[config.mk]
export PLATFORM = sky130hd
export DESIGN_NAME = rtc_bcd_bank
export DESIGN_NICKNAME = d
export VERILOG_FILES = /design/src/rtl/rtc_pkg.sv /design/src/rtl/rtc_prescaler.sv /design/src/rtl/rtc_clock_chain.sv /design/src/rtl/rtc_date_chain.sv /design/src/rtl/rtc_bcd_bank.sv
export SDC_FILE = /design/constraint.sdc
export NUM_CORES = 1
export LEC_CHECK = 0
export ABC_AREA = 1
export BUFFER_PORTS_ARGS = -buffer_cell sky130_fd_sc_hd__buf_4
export CAP_MARGIN = 10
export CORE_MARGIN = 8
export CORE_UTILIZATION = 55
export CTS_CLUSTER_DIAMETER = 100
export DETAILED_ROUTE_END_ITERATION = 16
export PLACE_DENSITY = 0.72
export SLEW_MARGIN = 20
export SYNTH_ARGS = -nofsm -noshare
export SYNTH_HDL_FRONTEND = slang
export SYNTH_HIERARCHICAL = 1
export SYNTH_SLANG_ARGS = --single-unit
[constraint.sdc]
create_clock -name clk -period 3 [get_ports clk]
set_input_delay 0.75 -clock clk [delete_from_list [all_inputs] [get_ports clk]]
set_output_delay 0.75 -clock clk [all_outputs]
set_load 0.02 [all_outputs]
[src/rtl/rtc_pkg.sv]
package rtc_pkg;

   localparam int REG_W    = 8;
   localparam int ADDR_W   = 3;
   localparam int NUM_TIME = 7;
   localparam int NUM_REG  = NUM_TIME + 1;

   typedef enum logic [ADDR_W-1:0] {
      RA_SEC  = 3'd0,
      RA_MIN  = 3'd1,
      RA_HOUR = 3'd2,
      RA_DATE = 3'd3,
      RA_MON  = 3'd4,
      RA_DOW  = 3'd5,
      RA_YEAR = 3'd6,
      RA_CTRL = 3'd7
   } rtc_addr_e;

   // next BCD value of a two-digit field, no wrap handling
   function automatic logic [REG_W-1:0] bcd_inc(input logic [REG_W-1:0] v);
      logic [REG_W-1:0] r;
      if (v[3:0] >= 4'd9) r = {v[7:4] + 4'd1, 4'd0};
      else                r = {v[7:4], v[3:0] + 4'd1};
      return r;
   endfunction

   function automatic logic [6:0] bcd_bin(input logic [REG_W-1:0] v);
      return 7'({3'b000, v[7:4]}) * 7'd10 + 7'({3'b000, v[3:0]});
   endfunction

   // last date of a month, returned in BCD
   function automatic logic [REG_W-1:0] month_len(input logic [REG_W-1:0] mon,
                                                  input logic [REG_W-1:0] yr);
      logic [6:0] m;
      logic [6:0] y;
      logic [REG_W-1:0] r;
      m = bcd_bin(mon);
      y = bcd_bin(yr);
      case (m)
         7'd2:                    r = (y[1:0] == 2'b00) ? 8'h29 : 8'h28;
         7'd4, 7'd6, 7'd9, 7'd11: r = 8'h30;
         default:                 r = 8'h31;
      endcase
      return r;
   endfunction

   function automatic logic [REG_W-1:0] reset_value(input int idx);
      logic [REG_W-1:0] r;
      case (idx)
         0:       r = 8'h80;
         3, 4, 5: r = 8'h01;
         default: r = 8'h00;
      endcase
      return r;
   endfunction

endpackage

[src/rtl/rtc_prescaler.sv]
module rtc_prescaler #(
   parameter int PRESCALE = 32768
) (
   input  logic clk,
   input  logic rst_n,
   input  logic run,
   input  logic clear,
   output logic tick
);
   localparam int CW   = (PRESCALE > 2) ? $clog2(PRESCALE) : 1;
   localparam bit POW2 = ((1 << CW) == PRESCALE);
   localparam logic [CW-1:0] LAST = CW'(PRESCALE - 1);

   logic [CW-1:0] cnt;

   if (PRESCALE < 2) begin : g_bad_prescale
      $error("rtc_prescaler: PRESCALE must be at least 2");
   end

   if (POW2) begin : g_pow2
      // natural wrap of the counter gives the period
      assign tick = run && !clear && (&cnt);
      always_ff @(posedge clk or negedge rst_n) begin
         if (!rst_n)     cnt <= '0;
         else if (clear) cnt <= '0;
         else if (run)   cnt <= cnt + 1'b1;
      end
   end else begin : g_modulo
      assign tick = run && !clear && (cnt == LAST);
      always_ff @(posedge clk or negedge rst_n) begin
         if (!rst_n)     cnt <= '0;
         else if (clear) cnt <= '0;
         else if (run)   cnt <= (cnt == LAST) ? '0 : cnt + 1'b1;
      end
   end

endmodule

[src/rtl/rtc_clock_chain.sv]
module rtc_clock_chain
   import rtc_pkg::*;
(
   input  logic             step,
   input  logic [REG_W-1:0] sec_q,
   input  logic [REG_W-1:0] min_q,
   input  logic [REG_W-1:0] hour_q,
   output logic [REG_W-1:0] sec_d,
   output logic [REG_W-1:0] min_d,
   output logic [REG_W-1:0] hour_d,
   output logic             day_carry
);
   logic [REG_W-1:0] sec_inc, min_inc, h12, h12_inc, h24, h24_inc;
   logic             pm;

   always_comb begin
      sec_inc = bcd_inc({1'b0, sec_q[6:0]});
      min_inc = bcd_inc({1'b0, min_q[6:0]});
      h12     = {3'b000, hour_q[4:0]};
      h12_inc = bcd_inc(h12);
      h24     = {2'b00, hour_q[5:0]};
      h24_inc = bcd_inc(h24);
      pm      = hour_q[5];

      sec_d     = sec_q;
      min_d     = min_q;
      hour_d    = hour_q;
      day_carry = 1'b0;

      if (step) begin
         if (sec_q[6:0] != 7'h59) begin
            sec_d = {1'b0, sec_inc[6:0]};
         end else begin
            sec_d = 8'h00;
            if (min_q[6:0] != 7'h59) begin
               min_d = {1'b0, min_inc[6:0]};
            end else begin
               min_d = 8'h00;
               if (hour_q[7]) begin
                  if (h12 == 8'h12) begin
                     hour_d = {2'b10, pm, 5'h01};
                  end else if (h12 == 8'h11) begin
                     hour_d    = {2'b10, ~pm, 5'h12};
                     day_carry = pm;
                  end else begin
                     hour_d = {2'b10, pm, h12_inc[4:0]};
                  end
               end else begin
                  if (h24 == 8'h23) begin
                     hour_d    = 8'h00;
                     day_carry = 1'b1;
                  end else begin
                     hour_d = {2'b00, h24_inc[5:0]};
                  end
               end
            end
         end
      end
   end

endmodule

[src/rtl/rtc_date_chain.sv]
module rtc_date_chain
   import rtc_pkg::*;
(
   input  logic             step,
   input  logic [REG_W-1:0] date_q,
   input  logic [REG_W-1:0] mon_q,
   input  logic [REG_W-1:0] dow_q,
   input  logic [REG_W-1:0] year_q,
   output logic [REG_W-1:0] date_d,
   output logic [REG_W-1:0] mon_d,
   output logic [REG_W-1:0] dow_d,
   output logic [REG_W-1:0] year_d
);
   logic [REG_W-1:0] last_day, date_inc, mon_inc, year_inc;

   always_comb begin
      last_day = month_len(mon_q, year_q);
      date_inc = bcd_inc({2'b00, date_q[5:0]});
      mon_inc  = bcd_inc({3'b000, mon_q[4:0]});
      year_inc = bcd_inc(year_q);

      date_d = date_q;
      mon_d  = mon_q;
      dow_d  = dow_q;
      year_d = year_q;

      if (step) begin
         dow_d = (dow_q[2:0] == 3'd7) ? 8'h01 : {5'b00000, dow_q[2:0] + 3'd1};
         if ({2'b00, date_q[5:0]} != last_day) begin
            date_d = {2'b00, date_inc[5:0]};
         end else begin
            date_d = 8'h01;
            if (mon_q[4:0] != 5'h12) begin
               mon_d = {3'b000, mon_inc[4:0]};
            end else begin
               mon_d  = 8'h01;
               year_d = (year_q == 8'h99) ? 8'h00 : year_inc;
            end
         end
      end
   end

endmodule

[src/rtl/rtc_bcd_bank.sv]
module rtc_bcd_bank
   import rtc_pkg::*;
#(
   parameter int PRESCALE = 32768
) (
   input  logic              clk,
   input  logic              rst_n,
   input  logic              acc_wr,
   input  logic              acc_burst,
   input  logic [ADDR_W-1:0] acc_addr,
   input  logic [REG_W-1:0]  acc_wdata,
   input  logic [ADDR_W-1:0] acc_raddr,
   output logic [REG_W-1:0]  acc_rdata,
   output logic              sec_tick
);
   localparam int FLAT_W = NUM_TIME * REG_W;

   if (NUM_REG != (1 << ADDR_W)) begin : g_bad_map
      $error("rtc_bcd_bank: register map must fill the address space");
   end

   logic [REG_W-1:0]  tr_q [NUM_TIME];
   logic [REG_W-1:0]  adv  [NUM_TIME];
   logic [REG_W-1:0]  rd_bank [NUM_REG];
   logic [FLAT_W-1:0] time_flat;
   logic              wp_q;
   logic              wr_ok, time_wr, ctrl_wr, run;
   logic              day_carry;

   assign wr_ok   = acc_wr && !wp_q;
   assign time_wr = wr_ok && (acc_addr != RA_CTRL);
   assign ctrl_wr = acc_wr && !acc_burst && (acc_addr == RA_CTRL);
   assign run     = !tr_q[RA_SEC][7];

   rtc_prescaler #(.PRESCALE(PRESCALE)) i_prescaler (
      .clk   (clk),
      .rst_n (rst_n),
      .run   (run),
      .clear (time_wr),
      .tick  (sec_tick)
   );

   rtc_clock_chain i_clock_chain (
      .step      (sec_tick),
      .sec_q     (tr_q[RA_SEC]),
      .min_q     (tr_q[RA_MIN]),
      .hour_q    (tr_q[RA_HOUR]),
      .sec_d     (adv[RA_SEC]),
      .min_d     (adv[RA_MIN]),
      .hour_d    (adv[RA_HOUR]),
      .day_carry (day_carry)
   );

   rtc_date_chain i_date_chain (
      .step   (day_carry),
      .date_q (tr_q[RA_DATE]),
      .mon_q  (tr_q[RA_MON]),
      .dow_q  (tr_q[RA_DOW]),
      .year_q (tr_q[RA_YEAR]),
      .date_d (adv[RA_DATE]),
      .mon_d  (adv[RA_MON]),
      .dow_d  (adv[RA_DOW]),
      .year_d (adv[RA_YEAR])
   );

   always_ff @(posedge clk or negedge rst_n) begin
      if (!rst_n) begin
         for (int i = 0; i < NUM_TIME; i++) tr_q[i] <= reset_value(i);
      end else begin
         for (int i = 0; i < NUM_TIME; i++) begin
            if (time_wr && (acc_addr == ADDR_W'(i))) tr_q[i] <= acc_wdata;
            else if (sec_tick)                        tr_q[i] <= adv[i];
         end
      end
   end

   always_ff @(posedge clk or negedge rst_n) begin
      if (!rst_n)       wp_q <= 1'b0;
      else if (ctrl_wr) wp_q <= acc_wdata[7];
   end

   for (genvar g = 0; g < NUM_REG; g++) begin : g_rd
      if (g < NUM_TIME) begin : g_time
         assign rd_bank[g] = tr_q[g];
         assign time_flat[g*REG_W +: REG_W] = tr_q[g];
      end else begin : g_ctrl
         assign rd_bank[g] = {wp_q, 7'b0000000};
      end
   end

   assign acc_rdata = rd_bank[acc_raddr];

endmodule

==> impl_results.md <==
- HPWL after DPL: 14810 microns
- Pin count of the biggest net entering global routing: 43
- Layout cells sized above 1: 0.1369
- Critical Path End: rd_bank[32]
- Synth top area cells: nand2_1, dfrtp_1, nand3_1, inv_1, ha_1
- Total GRT Usage: 0.2554
- Initial Util: 0.5546
- CP startpoint kind: flop
- RSZ-0062 raised after global routing: yes
- Die area: 17070 sq um
- Sequential share of the synthesized area: 0.2500
- Final Worst Setup Slack: 21.08 ps
- Clk_lat worst skew: 350 ps
- Reg2Reg Depth: 20
- First-pass GRT wire length: 34240 microns
- Count leader, synth: nand2_1
- Max transition margin: 0.4687
- IO buf count: 26
- Final core utilization: 0.6311
- Crit path max fanout: 6
- Area growth, synth to finish: 13.80%
- Worst hold margin: 360.8 ps
- Slowest stage delay, CP: 580 ps
- Final Cell Area: 8225 sq um
- FP Rows: 42
- Worst R2R End: rd_bank[32]
- Nets: 1308
- Sw Share: 0.4265
- Setup TNS: 0 ps
- Number of remaining DRC errors: 0
- Worst-case clock skew: 6.494 ps
- Worst IR Drop VDD: 0.0003526 V
- Die W: 130.6 microns
- CTS tree: yes
- Synth Flop Type: dfrtp_1
- Final min period: 2979 ps
- WL/cell: 14.84 microns
- Vias in the first global route: 6879
- Drt initial violations: 633
- Non-Filler Instances: 1432
- Clock buffer depth: 2
- Clk root buf: clkbuf_16
- Post-synth ARST share: 1.000
- CP cell instances: ha_1 > ha_2 > inv_2 > fa_2 > inv_2 > nand3_2 > nand2_2 > a21oi_4 > nand3_2 > nand2_2 > nand3_2 > nor2_4 > nand2_4 > buf_12 > buf_6 > nand2_2 > nand2_1 > nand2_1 > nand2_1 > nand2_1
- Psw: 1.831 mW
- Final max-slew violation count: 0
- Die H: 130.6 microns
- Routed WL: 21250 microns
- N_diodes: 0
- Top cells by count, synth: nand2_1, nand3_1, inv_1
- Leak: 4.686 nW
- CTS clk-pin slew, worst paths: 50 ps
- DR vias: 7654
- Slowest CP cell: fa_2
- Setup WS pre-CTS: 36.51 ps
- CTS buffer count: 9
- Synthesized flop and latch total: 72
- Htree depth: 3
- Post-synth top area cell: nand2_1
- Crit path DAT: 3270 ps
- Synth cell types: 44
- Setup violators final: 0
- Max Cap Viol: 0
- Clock power share: 0.245
- Number of flops mapped to enable cells by yosys: 0
- Final cycle utilization of the critical path: 0.9930
- Total Power: 4.292 mW
- Worst-margin pin slew: 794.0 ps
- Instance area at placement: 7655 sq um
- Most frequent CP cell: nand2_1
- Antenna violations before repair: 0
- Routed Antenna Nets: 0
- RePlAce Congestion: 0.9083
- CP startpoint: rd_bank[31]
- DRT Pass-1 Iters: 5
- Syn nets: 1273
- Critical path class: reg2reg
- Synth Cell Area: 7228 sq um
- Reg power frac: 0.329
- Warnings from Yosys: 6
- Pwr per Cell Area: 521.8 nW/um^2
- Core Box Area: 13030 sq um
- Max Freq: 335.7 MHz
- Internal power: 2.462 mW
- Syn Area/Cell: 5.944 sq um
- I/O Pins: 27
- CP Capture Type: flop
- Placed cells: 1404
- DR vias/cell: 5.345
- CP required: 3290 ps
- Status: completed
- Post-synth top area share: 0.2706
- Grt ovf: 0
- Worst hold path class: in2async
- Reg-to-reg setup timing slack: 20 ps
- Logic gate share of total power: 0.425
- Reg2reg start: rd_bank[31]
- Post-Syn Instances: 1216
- Clock Sinks: 72
- Final hold vios: 0
cell usage in the layout, fill, tap and decap left out, types with 2 or more instances in the layout:
cell,n
o21ai_2,2
dfstp_2,4
buf_12,4
nand3_1,172
o21ai_0,31
nor2_2,7
clkinv_1,2
dfrtp_1,68
buf_6,6
nor2_4,13
nand3_2,14
buf_4,56
ha_1,36
nand3_4,5
a21oi_1,13
inv_1,161
clkbuf_8,3
clkinv_2,3
nor3_1,6
o21ai_1,3
nand2_1,505
nand2_2,21
inv_2,9
nand2_4,4
nand4_1,12
nor2_1,56
xor2_1,10
clkbuf_16,9
nor3_2,2
worst min path at each step:
stage                           start                  end  slack (ps)  cells past startpoint
after detailed placement  rd_bank[63]          rd_bank[63]         500                      2
final                           rst_n  i_prescaler/cnt[13]         360                      1
after floorplan                 rst_n   i_prescaler/cnt[0]         450                      0
after global routing            rst_n          rd_bank[55]         390                      1
after CTS                       rst_n   i_prescaler/cnt[5]         370                      1
after global placement    rd_bank[63]          rd_bank[63]         490                      2
sequential cells by signal (all words and copies together), names as in the netlist:
name and count:
i_prescaler/cnt 15, rd_bank 56, wp_q 1
repair_timing:
item | 4_1_cts | 5_1_grt
resized for setup | 0 | 52
setup buffers | 0 | 11
hold buffers | 0 | 0
endpoints found under the setup margin | 0 | 23
worst max-delay path: cells and delay by family (launching register included):
kind	cells	cell delay, ps
buf+inv	4	340
simple gates	12	1020
fa+ha+maj	3	1020
compound gates	1	150
flops	1	380
routing by layer:
metal,part of all wire,track usage
met3,0.065,0.03693
met1,0.43,0.3311
met5,0,0
met4,0.033,0.1101
met2,0.47,0.4162
power groups by stage:
stage | clock network [mW] | registers [mW] | logic, mW
after floorplan | 0 | 1.35 | 1.23
after global placement | 0 | 1.42 | 1.60
after global routing | 1.10 | 1.44 | 2.08
after detailed placement | 0 | 1.42 | 1.63
final | 1.05 | 1.41 | 1.83
after CTS | 1.06 | 1.40 | 1.64
layout make-up:
type | instances | area (sq um)
clock buffers | 13 | 270.3
clock inverters | 3 | 15.01
fillers | 1299 | 4807
inverters | 172 | 645.6
multi-input cells | 930 | 4700
flip-flops and latches | 72 | 1807
well taps | 176 | 220.2
repair buffers | 66 | 568.0
kinds of logic (layout without fill, tap and decap cells):
group	after synthesis	count (layout)	share of synthesized area
fa+ha+maj	39	39	0.06959
compound gates	56	56	0.04362
buf+inv	215	254	0.1239
flops	72	72	0.2500
simple gates	823	824	0.4996
xor+xnor	11	11	0.01333
(Power assumes the default switching activity.)
